## src/rtl/wbp_pkg.sv

```systemverilog
package wbp_pkg;
  typedef enum logic [2:0] {
    PH_IDLE,
    PH_UNLK_A,
    PH_UNLK_B,
    PH_LOAD_CMD,
    PH_COUNT,
    PH_DATA,
    PH_CONFIRM
  } phase_e;

  localparam logic [11:0] UNLK_ADDR_A  = 12'h555;
  localparam logic [11:0] UNLK_ADDR_B  = 12'h2AA;
  localparam logic [7:0]  UNLK_CODE_A  = 8'hAA;
  localparam logic [7:0]  UNLK_CODE_B  = 8'h55;
  localparam logic [7:0]  LOAD_CODE    = 8'h25;
  localparam logic [7:0]  CONFIRM_CODE = 8'h29;
endpackage

```

## src/rtl/wbp_ctrl.sv

```systemverilog
module wbp_ctrl
  import wbp_pkg::*;
(
  input  logic   clk_i,
  input  logic   rst_ni,
  input  logic   start_i,
  input  logic   count_ok_i,
  input  logic   held_i,
  input  logic   last_i,
  input  logic   bus_ack_i,
  output phase_e phase_o,
  output logic   req_o,
  output logic   accept_o,
  output logic   data_ack_o,
  output logic   err_o,
  output logic   poll_start_o
);
  phase_e phase_q, phase_d;
  logic   err_q, poll_q;
  logic   cmd_phase, reject, step;

  assign cmd_phase  = (phase_q == PH_UNLK_A) || (phase_q == PH_UNLK_B) ||
                      (phase_q == PH_LOAD_CMD) || (phase_q == PH_COUNT) ||
                      (phase_q == PH_CONFIRM);
  assign req_o      = cmd_phase || ((phase_q == PH_DATA) && held_i);
  assign step       = req_o && bus_ack_i;
  assign accept_o   = (phase_q == PH_IDLE) && start_i && count_ok_i;
  assign reject     = (phase_q == PH_IDLE) && start_i && !count_ok_i;
  assign data_ack_o = (phase_q == PH_DATA) && step;

  always_comb begin
    phase_d = phase_q;
    unique case (phase_q)
      PH_IDLE:     if (accept_o) phase_d = PH_UNLK_A;
      PH_UNLK_A:   if (step) phase_d = PH_UNLK_B;
      PH_UNLK_B:   if (step) phase_d = PH_LOAD_CMD;
      PH_LOAD_CMD: if (step) phase_d = PH_COUNT;
      PH_COUNT:    if (step) phase_d = PH_DATA;
      PH_DATA:     if (step && last_i) phase_d = PH_CONFIRM;
      PH_CONFIRM:  if (step) phase_d = PH_IDLE;
      default:     phase_d = PH_IDLE;
    endcase
  end

  always_ff @(posedge clk_i or negedge rst_ni) begin
    if (!rst_ni) begin
      phase_q <= PH_IDLE;
      err_q   <= 1'b0;
      poll_q  <= 1'b0;
    end else begin
      phase_q <= phase_d;
      err_q   <= reject;
      poll_q  <= (phase_q == PH_CONFIRM) && step;
    end
  end

  assign phase_o      = phase_q;
  assign err_o        = err_q;
  assign poll_start_o = poll_q;


  bad_count_chk: assert property (@(posedge clk_i) disable iff (!rst_ni)
    (phase_q == PH_IDLE && start_i && !count_ok_i) |=> (err_o && phase_q == PH_IDLE && !req_o));

  poll_pulse_chk: assert property (@(posedge clk_i) disable iff (!rst_ni)
    poll_start_o |=> !poll_start_o);

  no_restart_chk: assert property (@(posedge clk_i) disable iff (!rst_ni)
    (phase_q != PH_IDLE && phase_q != PH_CONFIRM) |=> (phase_q != PH_IDLE && !err_o));
endmodule

```

## src/rtl/wbp_addr_gen.sv

```systemverilog
module wbp_addr_gen #(
  parameter int ADDR_W    = 24,
  parameter int MAX_WORDS = 32,
  parameter int CNT_W     = $clog2(MAX_WORDS) + 1
) (
  input  logic              clk_i,
  input  logic              rst_ni,
  input  logic [ADDR_W-1:0] start_addr_i,
  input  logic [CNT_W-1:0]  count_i,
  input  logic              accept_i,
  input  logic              data_ack_i,
  output logic              count_ok_o,
  output logic [ADDR_W-1:0] cur_addr_o,
  output logic [ADDR_W-1:0] last_addr_o,
  output logic [CNT_W-1:0]  cnt_m1_o,
  output logic              last_o
);
  logic [ADDR_W-1:0] base_q, cur_q, last_q;
  logic [CNT_W-1:0]  rem_q, cnt_m1_q;

  assign count_ok_o = (count_i != '0) && (count_i <= CNT_W'(MAX_WORDS));

  always_ff @(posedge clk_i or negedge rst_ni) begin
    if (!rst_ni) begin
      base_q   <= '0;
      cur_q    <= '0;
      last_q   <= '0;
      rem_q    <= '0;
      cnt_m1_q <= '0;
    end else if (accept_i) begin
      base_q   <= start_addr_i;
      cur_q    <= start_addr_i;
      last_q   <= start_addr_i;
      rem_q    <= count_i;
      cnt_m1_q <= count_i - CNT_W'(1);
    end else if (data_ack_i) begin
      last_q <= cur_q;
      cur_q  <= cur_q + ADDR_W'(1);
      rem_q  <= rem_q - CNT_W'(1);
    end
  end

  assign cur_addr_o  = cur_q;
  assign last_addr_o = last_q;
  assign cnt_m1_o    = cnt_m1_q;
  assign last_o      = (rem_q == CNT_W'(1));


  addr_step_chk: assert property (@(posedge clk_i) disable iff (!rst_ni)
    (data_ack_i && !accept_i) |=> (cur_q == $past(cur_q) + ADDR_W'(1)));

  last_addr_chk: assert property (@(posedge clk_i) disable iff (!rst_ni)
    (rem_q == '0) |-> (last_q == base_q + ADDR_W'(cnt_m1_q)));
endmodule

```

## src/rtl/wbp_word_hold.sv

```systemverilog
module wbp_word_hold #(
  parameter int DATA_W = 16
) (
  input  logic              clk_i,
  input  logic              rst_ni,
  input  logic              load_phase_i,
  input  logic [DATA_W-1:0] wdata_i,
  input  logic              wvalid_i,
  input  logic              consume_i,
  output logic              wready_o,
  output logic              held_o,
  output logic [DATA_W-1:0] word_o
);
  logic              held_q;
  logic [DATA_W-1:0] word_q;

  assign wready_o = load_phase_i && !held_q;

  always_ff @(posedge clk_i or negedge rst_ni) begin
    if (!rst_ni) begin
      held_q <= 1'b0;
      word_q <= '0;
    end else if (wvalid_i && wready_o) begin
      held_q <= 1'b1;
      word_q <= wdata_i;
    end else if (consume_i) begin
      held_q <= 1'b0;
    end
  end

  assign held_o = held_q;
  assign word_o = word_q;


  hold_keep_chk: assert property (@(posedge clk_i) disable iff (!rst_ni)
    (held_q && !consume_i) |=> (held_q && $stable(word_q)));
endmodule

```

## src/rtl/wbp_bus_mux.sv

```systemverilog
module wbp_bus_mux
  import wbp_pkg::*;
#(
  parameter int ADDR_W = 24,
  parameter int DATA_W = 16,
  parameter int CNT_W  = 6
) (
  input  phase_e            phase_i,
  input  logic [ADDR_W-1:0] start_addr_i,
  input  logic [ADDR_W-1:0] last_addr_i,
  input  logic [CNT_W-1:0]  cnt_m1_i,
  input  logic [DATA_W-1:0] word_i,
  output logic [ADDR_W-1:0] addr_o,
  output logic [DATA_W-1:0] data_o
);
  always_comb begin
    addr_o = '0;
    data_o = '0;
    unique case (phase_i)
      PH_UNLK_A:   begin addr_o = ADDR_W'(UNLK_ADDR_A); data_o = DATA_W'(UNLK_CODE_A);  end
      PH_UNLK_B:   begin addr_o = ADDR_W'(UNLK_ADDR_B); data_o = DATA_W'(UNLK_CODE_B);  end
      PH_LOAD_CMD: begin addr_o = start_addr_i;         data_o = DATA_W'(LOAD_CODE);    end
      PH_COUNT:    begin addr_o = start_addr_i;         data_o = DATA_W'(cnt_m1_i);     end
      PH_DATA:     begin addr_o = start_addr_i;         data_o = word_i;                end
      PH_CONFIRM:  begin addr_o = last_addr_i;          data_o = DATA_W'(CONFIRM_CODE); end
      default:     begin addr_o = '0;                   data_o = '0;                    end
    endcase
  end
endmodule

```

## src/rtl/flash_wbuf_prog.sv

```systemverilog
module flash_wbuf_prog
  import wbp_pkg::*;
#(
  parameter int          ADDR_W    = 24,
  parameter int          DATA_W    = 16,
  parameter int          MAX_WORDS = 32,
  parameter int          CNT_W     = $clog2(MAX_WORDS) + 1,
  parameter int          TMO_W     = 32,
  parameter logic [31:0] PROG_TMO  = 32'h0000_1400
) (
  input  logic              clk_i,
  input  logic              rst_ni,
  input  logic              start_i,
  input  logic [ADDR_W-1:0] start_addr_i,
  input  logic [CNT_W-1:0]  count_i,
  input  logic [DATA_W-1:0] wdata_i,
  input  logic              wvalid_i,
  output logic              wready_o,
  output logic              bus_req_o,
  output logic [ADDR_W-1:0] bus_addr_o,
  output logic [DATA_W-1:0] bus_wdata_o,
  input  logic              bus_ack_i,
  output logic              busy_o,
  output logic              err_o,
  output logic              poll_start_o,
  output logic [TMO_W-1:0]  poll_tmo_o
);
  phase_e            phase;
  logic              count_ok, held, last_word, accept, data_ack;
  logic [ADDR_W-1:0] cur_addr, last_addr;
  logic [CNT_W-1:0]  cnt_m1;
  logic [DATA_W-1:0] word;
  logic [ADDR_W-1:0] mux_addr;

  wbp_ctrl u_ctrl (
    .clk_i        (clk_i),
    .rst_ni       (rst_ni),
    .start_i      (start_i),
    .count_ok_i   (count_ok),
    .held_i       (held),
    .last_i       (last_word),
    .bus_ack_i    (bus_ack_i),
    .phase_o      (phase),
    .req_o        (bus_req_o),
    .accept_o     (accept),
    .data_ack_o   (data_ack),
    .err_o        (err_o),
    .poll_start_o (poll_start_o)
  );

  wbp_addr_gen #(.ADDR_W(ADDR_W), .MAX_WORDS(MAX_WORDS), .CNT_W(CNT_W)) u_addr (
    .clk_i        (clk_i),
    .rst_ni       (rst_ni),
    .start_addr_i (start_addr_i),
    .count_i      (count_i),
    .accept_i     (accept),
    .data_ack_i   (data_ack),
    .count_ok_o   (count_ok),
    .cur_addr_o   (cur_addr),
    .last_addr_o  (last_addr),
    .cnt_m1_o     (cnt_m1),
    .last_o       (last_word)
  );

  wbp_word_hold #(.DATA_W(DATA_W)) u_hold (
    .clk_i        (clk_i),
    .rst_ni       (rst_ni),
    .load_phase_i (phase == PH_DATA),
    .wdata_i      (wdata_i),
    .wvalid_i     (wvalid_i),
    .consume_i    (data_ack),
    .wready_o     (wready_o),
    .held_o       (held),
    .word_o       (word)
  );

  // load and count cycles target the first word, which cur_addr holds until data starts
  wbp_bus_mux #(.ADDR_W(ADDR_W), .DATA_W(DATA_W), .CNT_W(CNT_W)) u_mux (
    .phase_i      (phase),
    .start_addr_i (cur_addr),
    .last_addr_i  (last_addr),
    .cnt_m1_i     (cnt_m1),
    .word_i       (word),
    .addr_o       (mux_addr),
    .data_o       (bus_wdata_o)
  );

  assign bus_addr_o = mux_addr;
  assign busy_o     = (phase != PH_IDLE);
  assign poll_tmo_o = TMO_W'(PROG_TMO);


  req_hold_chk: assert property (@(posedge clk_i) disable iff (!rst_ni)
    (bus_req_o && !bus_ack_i) |=> (bus_req_o && $stable(bus_addr_o) && $stable(bus_wdata_o)));

  ready_excl_chk: assert property (@(posedge clk_i) disable iff (!rst_ni)
    wready_o |-> (!bus_req_o && busy_o));

  poll_idle_chk: assert property (@(posedge clk_i) disable iff (!rst_ni)
    poll_start_o |-> (!busy_o && $past(bus_ack_i)));

  err_idle_chk: assert property (@(posedge clk_i) disable iff (!rst_ni)
    err_o |-> (!busy_o && !bus_req_o));
endmodule

```

## config.mk

```make
export PLATFORM = sky130hd
export DESIGN_NAME = flash_wbuf_prog
export DESIGN_NICKNAME = d
export VERILOG_FILES = /design/src/rtl/wbp_pkg.sv /design/src/rtl/wbp_ctrl.sv /design/src/rtl/wbp_addr_gen.sv /design/src/rtl/wbp_word_hold.sv /design/src/rtl/wbp_bus_mux.sv /design/src/rtl/flash_wbuf_prog.sv
export SDC_FILE = /design/constraint.sdc
export NUM_CORES = 1
export LEC_CHECK = 0
export CORE_MARGIN = 4
export CORE_UTILIZATION = 64
export CTS_CLUSTER_SIZE = 8
export DETAILED_ROUTE_END_ITERATION = 10
export DONT_BUFFER_PORTS = 1
export HOLD_SLACK_MARGIN = 0.03
export PLACE_DENSITY = 0.77
export SLEW_MARGIN = 20
export SYNTH_ARGS = -nofsm -noshare
export SYNTH_HDL_FRONTEND = slang
export SYNTH_SLANG_ARGS = --single-unit
export TNS_END_PERCENT = 100
```

## constraint.sdc

```tcl
create_clock -name clk_i -period 2.55 [get_ports clk_i]
set_input_delay 0.51 -clock clk_i [delete_from_list [all_inputs] [get_ports clk_i]]
set_output_delay 0.51 -clock clk_i [all_outputs]
set_load 0.1 [all_outputs]
```

==> impl_metrics.env <==
export IMPL_status="finished clean"
export IMPL_cts_sinks=82
export IMPL_ios=128
export IMPL_grt_max_degree=83
export IMPL_synth_area_leaders="dfrtp_1 (42%), nand2_1 (6.3%), a31oi_1 (5.2%)"
export IMPL_layout_drive_gt1_share=0.2183
export IMPL_final_util=0.8341
export IMPL_async_flop_share=1.000
export IMPL_min_period_ns=2.383
export IMPL_r2r_setup_slack_ns=0.21
export IMPL_ys_flop_type="dfrtp_1"
export IMPL_reg2regPathDepth=6
export IMPL_hold_violations=0
export IMPL_synth_edf_count=0
export IMPL_endpoint_kind="output port"
export IMPL_routed_wl_um=13870
export IMPL_layout_commonest_cell="nand2_1"
export IMPL_cts_setup_buffers=0
export IMPL_clk_latency_ns=0.36
export IMPL_met3_wirelength_um=1551
export IMPL_syn_inst=570
export IMPL_synth_seq_cells=82
export IMPL_fmax_mhz=419.6
export IMPL_clockBufferDepth=2
export IMPL_cap_violations=0
export IMPL_wl_met2_um=6870
export IMPL_cts_made_buffers=9
export IMPL_worst_slew_pin_slew_ns=0.8863
export IMPL_viasPerCell=6.554
export IMPL_finClkSkew_ns=0.01151
export IMPL_wl_met1_um=5142
export IMPL_netlist_cell_type_count=49
export IMPL_numPortBuffers=0
export IMPL_cp_data_required_time_ns=2.04
export IMPL_antenna_found_initial=1
export IMPL_fp_row_count=31
export IMPL_syn_to_final_growth_pct=25.08
export IMPL_rsz0062_at_grt="no"
export IMPL_tns_ns=0
export IMPL_yosys_area_top_type="dfrtp_1"
export IMPL_post_drt_wl_per_cell_um=19.84
export IMPL_worstSetupStartpointType="flip-flop"
export IMPL_finalMaxSlewViolations=0
export IMPL_antenna_cells=0
export IMPL_h_tree_depth=3
export IMPL_ys_warn_count=0
export IMPL_drtAntennaViolNets=0
export IMPL_path_max_fanout=15
export IMPL_maxUsedRoutingLayer="met5"
export IMPL_place_congestion=0.8679
export IMPL_grt_pass1_vias=4551
export IMPL_grt_pass1_wl_um=22290
export IMPL_drc_errors=0
export IMPL_place_hpwl_um=9415
export IMPL_period_share=0.9346
export IMPL_fp_dieH_um=95.63
export IMPL_dieArea_um2=9145
export IMPL_grt_use_total=0.3149
export IMPL_syn_avg_cell_area_um2=8.622
export IMPL_root_buffer="clkbuf_8"
export IMPL_most_common_layout_cells="nand2_1 (83), dfrtp_1 (80), buf_12 (43)"
export IMPL_hold_path_class="in2async"
export IMPL_die_w_um=95.63
export IMPL_firstDrtPassIters=6
export IMPL_cp_arrival_ns=1.87
export IMPL_grt_overflow=0
export IMPL_syn_area_um2=4915
export IMPL_final_setup_viol_count=0
export IMPL_coreArea_um2=7370
export IMPL_r2r_end="u_addr.last_addr_o[13]"
export IMPL_nets=651
export IMPL_worstReg2RegStart="u_ctrl.phase_o[1]"
export IMPL_synth_top_area_share=0.4175
export IMPL_relSlewSlack=0.4095
export IMPL_initial_core_util=0.6669
export IMPL_cts_tree="yes"
export IMPL_crit_type="reg2out"
export IMPL_drt_initial_drc_count=401
export IMPL_vias=4581
export IMPL_seq_area_frac_synth=0.4175
export IMPL_clkSlewWorstSetupHoldPaths_ns=0.09
synthesized netlist by cell type (all sizes together), types with 2 or more instances:
cell	number
a21o	2
a21oi	28
a22o	9
a22oi	14
a31oi	41
and2	10
and3	6
buf	55
clkbuf	23
conb	2
dfrtp	82
ha	5
inv	16
mux2	16
mux2i	2
nand2	83
nand3	9
nand4	9
nor2	7
nor2b	2
nor3	35
nor4	2
o211ai	7
o21ai	42
o22ai	6
o31ai	10
or3	5
or4	11
xnor2	8
xor2	9
metal layers:
layer  GRT usage  up-vias
met5           0        -
met4      0.1291        2
met3     0.05288       37
met2      0.5223      302
met1      0.4097     2190
li1            -     2050
repair_timing:
item,CTS,global route
endpoints found under the setup margin,0,24
endpoints found under the hold margin,82,0
hold buffers,1,0
resized for setup,0,4
stage by stage:
| step | setup slack, ns | instance area (um2) | cells | hold slack (ns) |
|---|---|---|---|---|
| 2_1_floorplan | -0.4270 | 5194 | 600 | 0.2144 |
| 3_3_place_gp | 0.4113 | 5911 | 682 | 0.2171 |
| 5_1_grt | 0.08576 | 6147 | 699 | 0.06569 |
| 3_5_place_dp | 0.2678 | 5911 | 682 | 0.2172 |
| 4_1_cts | 0.03984 | 6140 | 699 | 0.05983 |
| 6_report | 0.1667 | 6147 | 699 | 0.03384 |
worst max-delay path, cell delays in order (launching register included):
cell and delay (ns):
dfrtp_2 0.46, clkinvlp_4 0.20, buf_4 0.25, a22o_1 0.22, a22o_2 0.23, buf_12 0.17
registers in the layout, summed over array words and instances (netlist names):
name                 flops
u_addr.cur_addr_o       24
u_addr.last_addr_o      24
u_hold.word_o           16
u_addr.cnt_m1_o          6
u_addr.rem_q             6
u_ctrl.phase_o           3
u_ctrl.err_o             1
u_ctrl.poll_start_o      1
u_hold.held_o            1
kinds of logic (layout without fill, tap and decap cells):
group           after synthesis  after routing  synth area share
flops                        82             82            0.4175
other cells                   2             32          0.001528
compound gates              164            164            0.2065
simple gates                187            187            0.1879
fa+ha+maj                     5              5           0.01273
mux                          18             18           0.04073
buf+inv                      95             95            0.1029
xor+xnor                     17             17           0.03030
how the worst max path moves through the flow:
stage | startpoint | end | slack (ns)
after floorplan | u_ctrl.phase_o[1] | bus_addr_o[1] | -0.43
after CTS | u_ctrl.phase_o[1] | bus_addr_o[13] | 0.04
after detailed placement | count_i[0] | u_addr.last_addr_o[13] | 0.27
after global placement | u_ctrl.phase_o[1] | u_addr.cur_addr_o[21] | 0.41
final | u_ctrl.phase_o[1] | bus_addr_o[13] | 0.17
after global routing | u_ctrl.phase_o[1] | bus_addr_o[19] | 0.09
final cells by class:
| cell class | count | area, um2 |
|---|---|---|
| Multi-Input combinational cell | 423 | 2676 |
| Sequential cell | 82 | 2054 |
| Fill cell | 424 | 1222 |
| Timing Repair Buffer | 62 | 1023 |
| Clock buffer | 9 | 123.9 |
| Tap cell | 99 | 123.9 |
| Clock inverter | 7 | 77.57 |
| Inverter | 17 | 67.56 |
Power is left out: the tool's default activity adds up to more than one toggle a clock period on the data nets, which glitch-free logic cannot reach.
